**config.mk**
```make
export PLATFORM = sky130hd
export DESIGN_NAME = uart_rx_recovery
export DESIGN_NICKNAME = d
export VERILOG_FILES = /design/src/rtl/uart_rx_recovery.sv
export SDC_FILE = /design/constraint.sdc
export NUM_CORES = 1
export LEC_CHECK = 0
export ABC_AREA = 1
export BUFFER_PORTS_ARGS = -buffer_cell sky130_fd_sc_hd__buf_2
export CORE_MARGIN = 2
export CORE_UTILIZATION = 45
export CTS_CLUSTER_DIAMETER = 30
export CTS_CLUSTER_SIZE = 24
export DETAILED_ROUTE_END_ITERATION = 12
export GPL_ROUTABILITY_DRIVEN = 0
export PLACE_DENSITY = 0.68
export SYNTH_ARGS = -nofsm -noshare
export SYNTH_HDL_FRONTEND = slang
export SYNTH_SLANG_ARGS = --single-unit
```
**constraint.sdc**
```tcl
create_clock -name clk -period 4.35 [get_ports clk]
set_input_delay 0.435 -clock clk [delete_from_list [all_inputs] [get_ports clk]]
set_output_delay 0.435 -clock clk [all_outputs]
set_load 0.005 [all_outputs]
```
**src/rtl/uart_rx_recovery.sv**
```systemverilog
module uart_rx_recovery #(
  parameter int OSR     = 16,
  parameter int MAXBITS = 9
) (
  input  logic               clk,
  input  logic               rst_n,
  input  logic               os_tick,
  input  logic               rxd,
  input  logic               card_mode,
  input  logic               nine_bits,
  output logic [MAXBITS-1:0] data_out,
  output logic               data_valid,
  output logic               noise_flag,
  output logic               frame_err
);
  localparam int CW = $clog2(OSR + 1);
  localparam int BW = $clog2(MAXBITS + 2);
  localparam logic [CW-1:0] FIRST = CW'(1);
  localparam logic [CW-1:0] LAST  = CW'(OSR);
  localparam logic [CW-1:0] MIDA  = CW'(OSR / 2);
  localparam logic [CW-1:0] MIDB  = CW'(OSR / 2 + 1);
  localparam logic [CW-1:0] MIDC  = CW'(OSR / 2 + 2);
  localparam logic [CW-1:0] ERA   = CW'(3 * OSR / 16);
  localparam logic [CW-1:0] ERB   = CW'(5 * OSR / 16);
  localparam logic [CW-1:0] ERC   = CW'(7 * OSR / 16);
  localparam logic [CW:0]   OSR_W = (CW + 1)'(OSR);

  typedef enum logic [1:0] {S_IDLE, S_START, S_DATA} st_t;

  st_t               st;
  logic [CW-1:0]     cnt;
  logic [2:0]        hist;
  logic [1:0]        smp;
  logic [MAXBITS-1:0] sh;
  logic [BW-1:0]     idx;
  logic              nine_q, noisy, prev_one, edge_seen, done_bit;
  logic [CW:0]       since;

  logic [CW-1:0] cur, pa, pb, pc;
  logic [1:0]    ones;
  logic          maj, split;
  logic [BW-1:0] nbits;

  assign cur   = (cnt == LAST) ? FIRST : cnt + FIRST;
  assign pa    = card_mode ? MIDA : ERA;
  assign pb    = card_mode ? MIDB : ERB;
  assign pc    = card_mode ? MIDC : ERC;
  assign ones  = {1'b0, smp[1]} + {1'b0, smp[0]} + {1'b0, rxd};
  assign maj   = ones[1];
  assign split = (ones == 2'd1) || (ones == 2'd2);
  assign nbits = nine_q ? BW'(MAXBITS) : BW'(MAXBITS - 1);

  always_ff @(posedge clk or negedge rst_n) begin
    if (!rst_n) begin
      st         <= S_IDLE;
      cnt        <= '0;
      hist       <= '0;
      smp        <= '0;
      sh         <= '0;
      idx        <= '0;
      nine_q     <= 1'b0;
      noisy      <= 1'b0;
      prev_one   <= 1'b0;
      edge_seen  <= 1'b0;
      done_bit   <= 1'b0;
      since      <= '0;
      data_out   <= '0;
      data_valid <= 1'b0;
      noise_flag <= 1'b0;
      frame_err  <= 1'b0;
    end else begin
      data_valid <= 1'b0;
      noise_flag <= 1'b0;
      frame_err  <= 1'b0;
      if (os_tick) begin
        case (st)
          S_IDLE: begin
            if (!rxd && hist == 3'b111) begin
              st     <= S_START;
              cnt    <= FIRST;
              hist   <= '0;
              noisy  <= 1'b0;
              nine_q <= nine_bits;
            end else begin
              hist <= {hist[1:0], rxd};
            end
          end
          S_START: begin
            cnt <= cur;
            if (cur == pa) smp[1] <= rxd;
            if (cur == pb) smp[0] <= rxd;
            if (cur == pc) begin
              if (maj) begin
                st   <= S_IDLE;
                hist <= '0;
              end else begin
                noisy <= split;
              end
            end
            if (cur == LAST) begin
              st        <= S_DATA;
              idx       <= '0;
              prev_one  <= 1'b0;
              edge_seen <= 1'b0;
              done_bit  <= 1'b0;
            end
          end
          S_DATA: begin
            cnt <= cur;
            if (cur == FIRST) done_bit <= 1'b0;
            if (cur == MIDA) smp[1] <= rxd;
            if (cur == MIDB) smp[0] <= rxd;
            if (!edge_seen && !rxd) begin
              edge_seen <= 1'b1;
              since     <= (CW + 1)'(1);
            end else if (since != '1) begin
              since <= since + 1'b1;
            end
            if (cur == MIDC && !done_bit) begin
              done_bit  <= 1'b1;
              edge_seen <= 1'b0;
              prev_one  <= maj;
              noisy     <= noisy | split;
              if (prev_one && edge_seen && !maj && since < OSR_W)
                cnt <= since[CW-1:0] + FIRST;
              if (idx == nbits) begin
                data_valid <= 1'b1;
                frame_err  <= ~maj;
                noise_flag <= noisy | split;
                data_out   <= nine_q ? sh : (sh >> 1);
                hist       <= {smp, rxd};
                st         <= S_IDLE;
              end else begin
                sh  <= {maj, sh[MAXBITS-1:1]};
                idx <= idx + 1'b1;
              end
            end
          end
          default: st <= S_IDLE;
        endcase
      end
    end
  end
endmodule

```
Word-level counts from Yosys, hierarchy flattened:

Index checks and enable logic that the tools add are counted.

* bits in registers: 48
* logic and storage cells: 148
* input bits: 6
* output and inout port bits: 12

* add/sub/neg operators: 6
* multiplexer cells: 60
* bitwise operators: 3
* order comparisons: 1
* reduce and logical (&&, ||, !) cells: 29
* equality and inequality tests: 32

Operators by type and width (count)
* $reduce_and A4 Y1: 7
* $mux W1: 27
* $mux W4: 6
* $ne A2 B2 Y1 const B: 12
* $mux W5: 4
* $reduce_and A6 Y1: 3
* $eq A5 B4 Y1: 3
* $eq A5 B4 Y1 const B: 3
* $mux W3: 5
* $pmux W5 S3: 1
* $mux W2: 6
* $mux W6: 2
* $ne A3 B3 Y1 const B: 4
* $add A5 B1 Y5 const B: 2
* $eq A5 B5 Y1 const B: 2
* $mux W9: 1
* $pmux W3 S3: 1
* $reduce_and A3 Y1: 3
* $pmux W4 S2: 1
* $add A6 B1 Y6 const B: 1
* $logic_and A1 B1 Y1: 6
* $lt A6 B5 Y1 const B: 1
* $ne A6 B6 Y1 const B: 1
* $pmux W1 S2: 3
* 19 further kinds: 26

Longest topological paths before layout:

* word-level depth: 9
* mapped depth: 14
* mapped depth without buffers: 14

Worst setup path before layout:

No wires, ideal clock.

* kind: flip-flop to flip-flop
* start point: register cnt[0]
* end point: register data_out[0]
* buffers on the path: 1
* period minus slack after synthesis: 1.874 ns
* data required time: 4.224 ns
* arrival: 1.747 ns
* cell stages (with the launch flop): 12
* slack: 2.476 ns
* library setup time: 0.126 ns
* cells stage by stage: dfrtp_1 inv_1 ha_1 nand2_1 inv_1 nand2_2 nand3_2 nor2_4 nand2_4 nor3_4 buf_6 a31oi_1

* longest elaborated chain between the ends: 5
* elaborated cells on any way between the ends: 6

Ends and longest elaborated chain
* start, declared: line 31 `logic [CW-1:0] cnt;`
* start signal, assigned: line 89 `cnt <= cur;`
* start signal, assigned: line 109 `cnt <= cur;`
* start signal, assigned: line 125 `cnt <= since[CW-1:0] + FIRST;`
* $add A5 B1 Y5 or $eq A5 B5 Y1 (tied branches): line 44 `assign cur = (cnt == LAST) ? FIRST : cnt + FIRST;`
* $mux W5 (*): line 44
* $eq A5 B4 Y1 (*): line 119 `if (cur == MIDC && !done_bit) begin`
* $logic_and A1 B1 Y1 (*): line 119
* $reduce_and A4 Y1 (no source line) (*)
* end signal, assigned: line 130 `data_out <= nine_q ? sh : (sh >> 1);`
* end, declared: line 11 `output logic [MAXBITS-1:0] data_out,`

Mark *: on every way between the ends. The rest lies on a longest branch, timed or not.
A chain may end at the register's enable or synchronous reset.

Worst setup path in the final report:

* start point: register st[0]
* end point: register data_out[8]

* longest elaborated chain between the ends: 2

Ends and longest elaborated chain
* start, declared: line 30 `st_t st;`
* start signal, assigned: line 55 `st <= S_IDLE;`
* start signal, assigned: line 79 `st <= S_START;`
* start signal, assigned: line 94 `st <= S_IDLE;`
* $eq A2 B2 Y1: line 76 `case (st)`
* $reduce_and A4 Y1 (no source line)

No other way between the ends.

==> results.md <==
* GRT Overall Usage at 20.20%
* Critical path's slowest cell: nor3_4
* Worst slew pin tran at 1089 ps
* Clock Skews at 9.429 ps
* Critical path origin: st[0]
* CTS tree: done
* NumNets Final at 398
* CP startpoint kind: flip-flop
* Reg clk slew, reported paths at 90 ps
* Slew headroom at 27.39%
* Postcts setup bufs at 0
* IO Port Bufs at 17
* Post-synth EDFFs at 0
* Finish-stage setup viols at 0
* Initial Util at 46.85%
* Synth area leader: dfrtp_1
* Hold Violations, Final at 0
* Iteration count of the initial detailed-routing pass at 4
* # hold bufs at CTS at 0
* F_max at 413.0 MHz
* Worst ir drop on vdd at approximately 0.19 mV
* Min Tclk post-route at 2421 ps
* Mapped Area at 2790 um2
* DR iter-0 viols at 130
* Grt ovf at 0
* Pin count of the biggest net entering global routing at 49
* Yosys warns at 0
* Power Dens Cells at 451.6 nW/um2
* Max_cap viols at 0
* CORE AREA at 5956 um2
* Register area at ~1200 um2
* Synth Flop Type: dfrtp_1
* Ys async rst share at 100.0%
* CTS max path bufs at 2
* R2R Path End: data_out[8]
* Post_cts resized at 0
* CTS buffer count at 5
* WL/cell at about 13 um
* First-pass GRT wire length at ~11,000 um
* Final-report max-slew violation count at 0
* # DRC at 0
* Crit path buf inv count at 2
* Unrepaired setup endpoints after global routing: no
* Required time of the critical path at between 4000 and 5000 ps
* Number of I/O pins at 18
* Post-layout power at 1.357 mW
* CTS Root Cell: clkbuf_8
* Antenna Nets Post-Route at 0
* Net Count, Synth at about 380
* CP cell instances: inv_1, ha_1, nand3_1, nor3_4, inv_1, nand2_1, nand2_1
* Outcome: completed
* DR vias/cell at 5.162
* Critical Path AT at 2630 ps
* R2R depth at 7
* Synth top area share at between 40% and 50%
* Die span in x at slightly above 80 um
* Antenna cells at 0
* Sequential share of the synthesized area at a little over two fifths
* Clock sink count at 48
* Crit path max fanout at 19
* Largest cells by area after synthesis: dfrtp_1 43%, nand2_1 14%, nor2_1 5.9%
* Area of the multi-input gates at between 1000 and 1500 um2
* Pleak at 1.511 nW
* Fraction of layout instances using a drive strength above 1 at 10.70%
* Syn Inst Count at 366
* Setup TNS at 0 ps
* Cell family with most CP delay: simple AND/OR/NAND/NOR gates
* Worst Setup End Kind: flip-flop
* Fillers at 614
* Worst-skew pair later-pin latency at 310 ps
* Seq cells post-synth at 48
* Worst path depth at 7
* Die Area at ~6800 um2
* Critical path type: flip-flop to flip-flop
* Final HPWL DP at 4421 um
* R2R Setup Slk at 1930 ps
* Distinct cells, synth at 33
* Critical Path Sink: data_out[8]
* Crit Reg-Reg Startpoint: st[0]
* Syn avg cell area at 7.623 um2
* WL final at 6106 um
* Die H at 82.74 um
* Initial antenna violation count at 0
* Hold Path Class: input pin to asynchronous set/reset pin
* Syn-to-layout area delta at 7.668%
* CTS H-tree depth at 2
* Period utilisation layout at around 56%
* Cell Rows at 28
* Vias in the first global route at 2,333
* CP max stage delay at 620 ps
* Routed vias at roughly 2.4k
worst min-delay path by stage:
stage,endpoint,slack [ps],cells after the start
floorplan,cnt[0],140,0
global placement,smp[1],460,2
detailed placement,smp[1],480,2
CTS,smp[1],380,1
global route,nine_q,400,3
finish,smp[1],320,1
registers in the layout, summed over array words and instances, names as in the netlist:
name and flops:
hist 3, data_valid 1, data_out 9, edge_seen 1, smp 2, nine_q 1
frame_err 1, st 2, sh 9, noise_flag 1, done_bit 1, idx 4
noisy 1, since 6, cnt 5, prev_one 1
cell families after synthesis:
kind of cell,Yosys count,synth area share [%]
AOI/OAI and AO/OA,57,11.03
xor gates and xnor gates,8,2.511
adders and majority gates,9,4.305
buffers and inverters,45,6.771
DFF,48,43.05
muxes,1,0.4036
and+or+nand+nor,198,31.93
layout make-up:
cell class,count,area share (%)
inverters,38,4.748
flip-flops and latches,48,39.98
multi-input cells,273,46.61
well taps,75,3.124
clock buffers,5,2.291
clock inverters,2,0.4165
repair buffers,17,2.832
cell usage after synthesis (2+ instances only):
library cell,n
ha_1,8
or2_2,2
nor3_1,3
xor2_1,8
nand4_1,6
a31oi_1,10
nor3_4,2
o22ai_1,2
clkbuf_1,3
buf_6,2
inv_1,36
nand2_4,2
nor2_1,44
dfrtp_1,48
nand3_2,2
a21oi_1,12
nand2_2,3
nor2_4,3
o21ai_0,29
nand3_1,28
nand2_1,101
per-stage QoR:
stage               instances  setup slack, ps  instance area (um2)  utilization [%]  hold slack, ps
finish                    458             1929                 3004            50.44           324.6
global route              458             1731                 3004            50.44           402.0
CTS                       458             1921                 3004            50.44           376.7
detailed placement        451             1927                 2923            49.08           482.5
global placement          451             2061                 2923            49.08           456.7
floorplan                 366             2476                 2790                -           139.4
where the power goes:
part,internal [mW],switching [mW]
clock network,0.109,0.154
logic,0.176,0.348
registers,0.506,0.0623
total,0.792,0.565
layout by cell type (no fill, tap or decap), types with 2 or more instances in the layout:
master,count
a21oi_1,12
a31oi_1,10
buf_2,17
clkbuf_8,5
dfrtp_1,48
ha_1,8
inv_1,36
nand2_1,101
nand2_2,3
nand2_4,2
nand3_1,28
nand3_2,2
nand4_1,6
nor2_1,44
nor2_4,3
nor3_1,3
nor3_4,2
o21ai_0,29
o22ai_1,2
or2_2,2
xor2_1,8
routing by layer:
metal	wire length (um)	global-route usage, %
met5	0	0
met4	94	6.885
met3	192	3.261
met2	2748	31.94
met1	3070	28.14
worst register-to-register path: cells and delay by family (launching register included):
family / cells / cell delay, ps
adder cells (fa/ha/maj): 1 / 570
buffers and inverters: 2 / 290
flip-flops: 1 / 420
AND/OR/NAND/NOR: 4 / 1050
(Power assumes the default switching activity.)
